**src/rtl/xrot_pkg.sv**
```systemverilog
package xrot_pkg;

  // Highest working-vector position a stage must produce so that the
  // stages after it still have every bit they read.
  function automatic int stage_last(input int data_w, input int log_d);
    return data_w - 1 + (1 << log_d) - 1;
  endfunction

  // Stage order runs from the widest move to the narrowest.
  function automatic int stage_log(input int sh_w, input int idx);
    return sh_w - 1 - idx;
  endfunction

endpackage

```
**src/rtl/xrot_stage.sv**
```systemverilog
module xrot_stage #(
  parameter int DATA_W    = 32,
  parameter int SH_W      = 5,
  parameter int LOG_D     = 4,
  parameter bit STRIPE_EN = 1'b0
) (
  input  logic [2*DATA_W-1:0] din,
  input  logic [SH_W-1:0]     amt_pri,
  input  logic [SH_W-1:0]     amt_alt,
  input  logic                stripe,
  output logic [2*DATA_W-1:0] dout
);
  localparam int WORK_W = 2 * DATA_W;
  localparam int DIST   = 1 << LOG_D;
  localparam int LAST   = xrot_pkg::stage_last(DATA_W, LOG_D);

  logic unused_in;
  assign unused_in = ^{amt_pri, amt_alt, stripe};

  for (genvar i = 0; i < WORK_W; i++) begin : gen_pos
    if (i > LAST) begin : g_pass
      assign dout[i] = din[i];
    end else begin : g_move
      logic base_bit;
      logic flip;
      logic ctl;

      // Choose which amount governs this position.
      if (LOG_D == 0) begin : g_pri_only
        assign base_bit = amt_pri[LOG_D];
      end else begin : g_pick
        if (((i >> (LOG_D - 1)) & 1) == 1) begin : g_pri
          assign base_bit = amt_pri[LOG_D];
        end else begin : g_alt
          assign base_bit = amt_alt[LOG_D];
        end
      end

      // Stripe inversion of the chosen amount.
      if (STRIPE_EN && LOG_D >= 2) begin : g_stripe
        if (((i >> (LOG_D - 2)) & 1) == 0) begin : g_inv
          assign flip = stripe;
        end else begin : g_noinv
          assign flip = 1'b0;
        end
      end else begin : g_nostripe
        assign flip = 1'b0;
      end

      assign ctl     = base_bit ^ flip;
      assign dout[i] = ctl ? din[i + DIST] : din[i];
    end
  end
endmodule

```
**src/rtl/xrot_extend.sv**
```systemverilog
module xrot_extend #(
  parameter int DATA_W = 32,
  parameter int OUT_W  = 64
) (
  input  logic [DATA_W-1:0] low,
  output logic [OUT_W-1:0]  wide
);
  localparam int EXT_W = OUT_W - DATA_W;

  assign wide = {{EXT_W{low[DATA_W-1]}}, low};
endmodule

```
**src/rtl/xrot_unit.sv**
```systemverilog
module xrot_unit #(
  parameter int DATA_W = 32,
  parameter int SH_W   = 5,
  parameter int OUT_W  = 64
) (
  input  logic [DATA_W-1:0] src_i,
  input  logic [SH_W-1:0]   shift_i,
  input  logic [SH_W-1:0]   shift_alt_i,
  input  logic              stripe_i,
  output logic [OUT_W-1:0]  result_o
);
  localparam int WORK_W = 2 * DATA_W;
  localparam int NSTG   = SH_W;

  logic [WORK_W-1:0] work [NSTG+1];

  assign work[0] = {src_i, src_i};

  for (genvar g = 0; g < NSTG; g++) begin : gen_stage
    xrot_stage #(
      .DATA_W   (DATA_W),
      .SH_W     (SH_W),
      .LOG_D    (xrot_pkg::stage_log(SH_W, g)),
      .STRIPE_EN(g == 0)
    ) u_stage (
      .din    (work[g]),
      .amt_pri(shift_i),
      .amt_alt(shift_alt_i),
      .stripe (stripe_i),
      .dout   (work[g+1])
    );
  end

  logic unused_hi;
  assign unused_hi = ^work[NSTG][WORK_W-1:DATA_W];

  xrot_extend #(
    .DATA_W(DATA_W),
    .OUT_W (OUT_W)
  ) u_extend (
    .low (work[NSTG][DATA_W-1:0]),
    .wide(result_o)
  );

  // Checks on the finished result against properties of the inputs.
  logic [DATA_W-1:0] ror_ref;

  always_comb begin
    ror_ref = DATA_W'({src_i, src_i} >> shift_i);

    if (!stripe_i && shift_i == shift_alt_i) begin
      p_uniform_rot_r1: assert (result_o[DATA_W-1:0] == ror_ref)
        else $error("R1 uniform amounts did not rotate");
    end

    if (!stripe_i && shift_i == '0 && shift_alt_i == '0) begin
      p_identity_r6: assert (result_o[DATA_W-1:0] == src_i)
        else $error("R6 zero amounts changed the operand");
    end

    p_sext_r7: assert (result_o[OUT_W-1:DATA_W] == {(OUT_W-DATA_W){result_o[DATA_W-1]}})
      else $error("R7 upper half is not a copy of the sign bit");

    if (src_i == '0) begin
      p_zero_src_r8: assert (result_o == '0)
        else $error("R8 zero operand produced set bits");
    end

    if (src_i == '1) begin
      p_ones_src_r8: assert (result_o == '1)
        else $error("R8 all-one operand produced clear bits");
    end
  end
endmodule

```
**config.mk**
```make
export PLATFORM = sky130hd
export DESIGN_NAME = xrot_unit
export DESIGN_NICKNAME = d
export VERILOG_FILES = /design/src/rtl/xrot_pkg.sv /design/src/rtl/xrot_stage.sv /design/src/rtl/xrot_extend.sv /design/src/rtl/xrot_unit.sv
export SDC_FILE = /design/constraint.sdc
export NUM_CORES = 1
export LEC_CHECK = 0
export BUFFER_PORTS_ARGS = -buffer_cell sky130_fd_sc_hd__buf_2
export CORE_MARGIN = 8
export CORE_UTILIZATION = 54
export DETAILED_ROUTE_END_ITERATION = 10
export GPL_ROUTABILITY_DRIVEN = 0
export MAX_ROUTING_LAYER = met4
export PLACE_DENSITY = 0.88
export SLEW_MARGIN = 10
export SYNTH_ARGS = -nofsm -noshare
export SYNTH_HDL_FRONTEND = slang
export SYNTH_SLANG_ARGS = --single-unit
```
**constraint.sdc**
```tcl
create_clock -name vclk -period 3
set_input_delay 0 -clock vclk [all_inputs]
set_output_delay 0 -clock vclk [all_outputs]
set_load 0.01 [all_outputs]
```
Word level (Yosys, flattened, before mapping). Cells that the tools add are included.

Flip-flop bits (word level): 0. Bits in latches: 0. Bits in writable memories: 0. Bits in read-only memories: 0. Word-level logic and storage cells: 162. Memories kept: 0.

Add/subtract/negate cells: 0. Multiply operators: 0. Div/mod/pow operators: 0. Magnitude comparators: 0. Eq/ne operators: 0. Shifts and indexed selects: 0. Multiplexer cells: 160. Bitwise gates (word level): 2. Reductions and logical operators: 0.

Operator list (number): $mux W1 (160); $xor A1 B1 Y1 (2).

Depth between registers and ports, before layout.
Depth after elaboration: 6. Mapped depth: 8. Mapped depth without buffers: 5.

Cells and area by module. Synthesis repeated with hierarchy kept, for this count alone.

Cells, all modules: 406. Area, all modules: 4165.2 um^2.

Modules (own cells, without submodules): xrot_stage at gen_stage[4].u_stage (times used 1, cells an instance 68, area an instance 784.5 um^2, sequential area each 0.0 um^2); xrot_stage at gen_stage[2].u_stage (times used 1, cells an instance 68, area an instance 749.5 um^2, sequential area each 0.0 um^2); xrot_stage at gen_stage[3].u_stage (times used 1, cells an instance 68, area an instance 742.0 um^2, sequential area each 0.0 um^2); xrot_stage at gen_stage[1].u_stage (times used 1, cells an instance 68, area an instance 705.7 um^2, sequential area each 0.0 um^2); xrot_stage at gen_stage[0].u_stage (times used 1, cells an instance 70, area an instance 703.2 um^2, sequential area each 0.0 um^2); xrot_extend (times used 1, cells an instance 64, area an instance 480.5 um^2, sequential area each 0.0 um^2).

Least setup slack after synthesis. OpenSTA, ideal clock, no wires.

Kind: in2out. Start point: input shift_i[4]. End point: output result_o[32]. Data arrival time: 2.116 ns. Setup slack: 0.884 ns. Stages on the path: 7. Path buffers: 2. Path through: buf_6 > xnor2_1 > mux2i_1 > nand3_1 > a32oi_1 > mux2_2 > buf_4.

Cells in the longest elaborated chain, start to end: 6. Elaborated cells between the ends (all ways): 24. Classes of those cells: mux: 23; bitwise: 1.

RTL lines: start: declaration (RTL line xrot_unit.sv:7) `input logic [SH_W-1:0] shift_i,`; $xor A1 B1 Y1 (RTL line xrot_stage.sv:50) `assign ctl = base_bit ^ flip;`; $mux W1 (4 in a row) (RTL line xrot_stage.sv:51) `assign dout[i] = ctl ? din[i + DIST] : din[i];`; $mux W1 (*) (RTL line xrot_stage.sv:51); end: declaration (RTL line xrot_unit.sv:10) `output logic [OUT_W-1:0] result_o`.

Every way passes the cells marked *; elsewhere a longest branch is shown, timed or not.

Final worst setup path.
Start point: input shift_alt_i[4]. End point: output result_o[48].

Cells in the longest elaborated chain, start to end: 6. Elaborated cells between the ends (all ways): 24. Classes of those cells: mux: 23; bitwise: 1.

RTL lines: start: declaration (RTL line xrot_unit.sv:8) `input logic [SH_W-1:0] shift_alt_i,`; $xor A1 B1 Y1 (RTL line xrot_stage.sv:50); $mux W1 (4 in a row) (RTL line xrot_stage.sv:51); $mux W1 (*) (RTL line xrot_stage.sv:51).

Marked as above.

==> flow_results.org <==
** Worst setup path
- CP Max Fanout :: 33
- At the worst endpoint, the arrival time is 2.70 ns.
- STA classifies the critical path startpoint as an input port.
- Crit path max-delay cell type :: sky130_fd_sc_hd__xnor2_1
- Critical Path, Cell by Cell :: buf_2 -> xnor2_1 -> mux2i_1 -> nand3_1 -> a32oi_1 -> mux2_2 -> buf_2
- For the worst setup path, the data required time is 3.00 ns.
- Among cell families on the critical path, the largest total delay comes from multiplexers.
- The cell that appears most often on the critical path is sky130_fd_sc_hd__buf_2.
- Critical Path Max Stage Delay :: 0.87 ns
- STA classifies the critical path endpoint as a primary output.
- Buf+Inv Stages, Crit Path :: 2
- The critical path in this run is classified as input port to primary output.

** Timing
- Setup repair after global routing left no endpoint under its margin.
- The worst path needs 2.70 ns of the cycle, external delays included.
- At the pin with the least slew margin, the transition time is 1.04 ns.
- Final worst-path cycle share :: 0.901
- Endpoints failing setup :: 0
- Measured against its own limit, the worst slew margin works out to 0.301.
- Max Fclk :: 370 MHz
- PnR worst setup slack :: 0.297 ns
- Sum of negative setup slack :: 0 ns
- The final count of pins violating max slew came to 0.
- The final number of hold-violating endpoints is 0.

** Die
- The initial utilization of the core area, before any placement, comes to 0.549.
- Area inside the core boundary :: 4290 µm²
- The die is 82.1 µm wide.
- Placement Rows :: 24
- Die Height :: 82.1 µm
- Full die area :: 6740 µm²
- Num ports :: 107

** Synthesis
- Xor/xnor share of the synthesized area :: 0.0149
- Number of distinct library cells after synthesis :: 27
- After synthesis, the largest family of logic cells by area is multiplexers.
- Cell with the most instances after synthesis :: sky130_fd_sc_hd__mux2i_1
- For this run, the register share of the synthesized area comes to 0.
- Cells after synthesis :: 320
- The share of the synthesized area in compound gates (AO/OA/AOI/OAI) was 0.252.
- Library cell with the largest summed area after synthesis :: sky130_fd_sc_hd__mux2i_1
- Counting instances in the post-synthesis netlist gives the leading cell types as sky130_fd_sc_hd__mux2i_1 (77), sky130_fd_sc_hd__a21oi_1 (36), sky130_fd_sc_hd__buf_4 (32).
- Measured against the total synthesized area, the mux share comes to 0.418.
- Average footprint of a synthesized cell :: 7.37 µm²
- Summed instance area of the synthesized netlist :: 2360 µm²
- By area the synthesized netlist is led by sky130_fd_sc_hd__mux2i_1 (33%), sky130_fd_sc_hd__buf_4 (10%), sky130_fd_sc_hd__mux2_2 (9.1%).
- Share of the synthesized area in the top cell type :: 0.327
- Syn Nets :: 363
- Simple-gate portion of the synthesized area :: 0.161
- Total of warnings raised by yosys :: 0
- Of the total synthesized cell area, the portion taken by full adders, half adders and majority gates is 0.

** Hold path
- The worst hold path passes through 3 cells.
- Hold-critical path endpoint :: result_o[28]
- The min-delay analysis places its worst path in the category input port to primary output.
- In this run the most critical hold path is launched from shift_i[0].

** Routing
- After detailed routing, the average wire length per cell comes to 17.8 µm.
- First-pass DRT Iterations :: 7
- DRC violation total after the first TritonRoute iteration :: 456
- Final antenna-violating net count :: 0
- WL final :: 7.55 mm
- DRC violations left :: 0
- Number of vias in the routed layout :: 2742
- Vias per Instance :: 6.45

** Power
- Peak supply drop :: 203 µV
- Total power :: 0.000704 W
- Leakage power :: 1.30 nW
- Dividing total power by cell area gives a power density of 268 nW/µm².

** Finish
- Post-layout nets :: 418
- Fraction of final layout cells with drive strength greater than 1 :: 0.357
- Clock buffer instance count of the final layout :: 0
- The design has 0 sequential cells.
- Area used by sequential logic in the layout :: 0 µm²
- From synthesis to final layout, the design area changed by 11.4%.
- Total inserted antenna cells :: 0

** CTS
- For this design, the CTS-stage hold fixing added 0 buffers.
- The number of gates resized after CTS was 0.
- Post-CTS Setup Bufs :: 0

** Global route
- The initial antenna violation count is 0.
- Overall track demand over capacity in global routing :: 0.213
- Total gr overflow :: 0
- The number of global-route vias before repair is 2573.
- Largest net degree at the start of global routing :: 34
- First-pass GRT wire length :: 11.6 mm

** Status
- The flow ran to the end, and the final reports show no timing, DRC or antenna violations.

** Job
- The tool flagged a number of max-cap violations equal to 0.

** Placement
- Detailed placement finished with a half-perimeter wire length of 6.11 mm.
- Count of buffers inserted at the top-level ports :: 106
- Post-Place Worst Slack :: 0.358 ns
[power by group]
group          internal, W  switching, W  total, W
Clock                    0             0         0
Sequential               0             0         0
Combinational     0.000295      0.000410  0.000704
[metal layers]
metal / vias up / share of wire / wire length (µm) / track usage
met3: 42 / 0.084 / 636 / 0.00656
li1: 1298 / - / - / -
met4: 0 / 0.041 / 310 / 0.0807
met2: 193 / 0.51 / 3850 / 0.373
met5: - / 0 / 0 / -
met1: 1209 / 0.36 / 2750 / 0.251
[layout make-up]
cell class | count | area, µm²
fillers | 402 | 1670
inverters | 4 | 15.0
multi-input cells | 260 | 1990
well taps | 52 | 65.1
repair buffers | 109 | 553
[stage by stage]
stage	instance area, µm²	std cells	hold slack, ns	utilization
after floorplan	2360	320	0.300	-
after global placement	2630	425	0.669	0.612
after detailed placement	2630	425	0.668	0.612
after CTS	2630	425	0.670	0.612
after global routing	2630	425	0.720	0.612
final	2630	425	0.679	0.612
[worst max-delay path by stage]
stage,end,start,cells past startpoint
finish,result_o[48],shift_alt_i[4],7
global route,result_o[59],shift_alt_i[4],7
CTS,result_o[48],shift_alt_i[4],7
detailed placement,result_o[48],shift_alt_i[4],7
global placement,result_o[40],shift_alt_i[4],7
floorplan,result_o[32],shift_i[4],7
[placed cells by master, fill, tap and decap left out, types with 8 or more instances in the layout]
master,Yosys,routed
sky130_fd_sc_hd__a21oi_1,36,36
sky130_fd_sc_hd__a32o_1,10,10
sky130_fd_sc_hd__a32oi_1,14,14
sky130_fd_sc_hd__buf_2,3,106
sky130_fd_sc_hd__mux2_2,19,19
sky130_fd_sc_hd__mux2i_1,77,77
sky130_fd_sc_hd__nand3_1,27,27
sky130_fd_sc_hd__nor2_1,16,16
sky130_fd_sc_hd__nor2b_1,16,16
sky130_fd_sc_hd__o21ai_0,8,8
sky130_fd_sc_hd__o2bb2ai_1,10,10
[logic make-up after synthesis]
| family | after synthesis |
|---|---|
| muxes | 96 |
| xor gates and xnor gates | 4 |
| AOI/OAI and AO/OA | 86 |
| and+or+nand+nor | 74 |
| buffers and inverters | 60 |
Note: power is estimated with default switching activity, not from simulation.
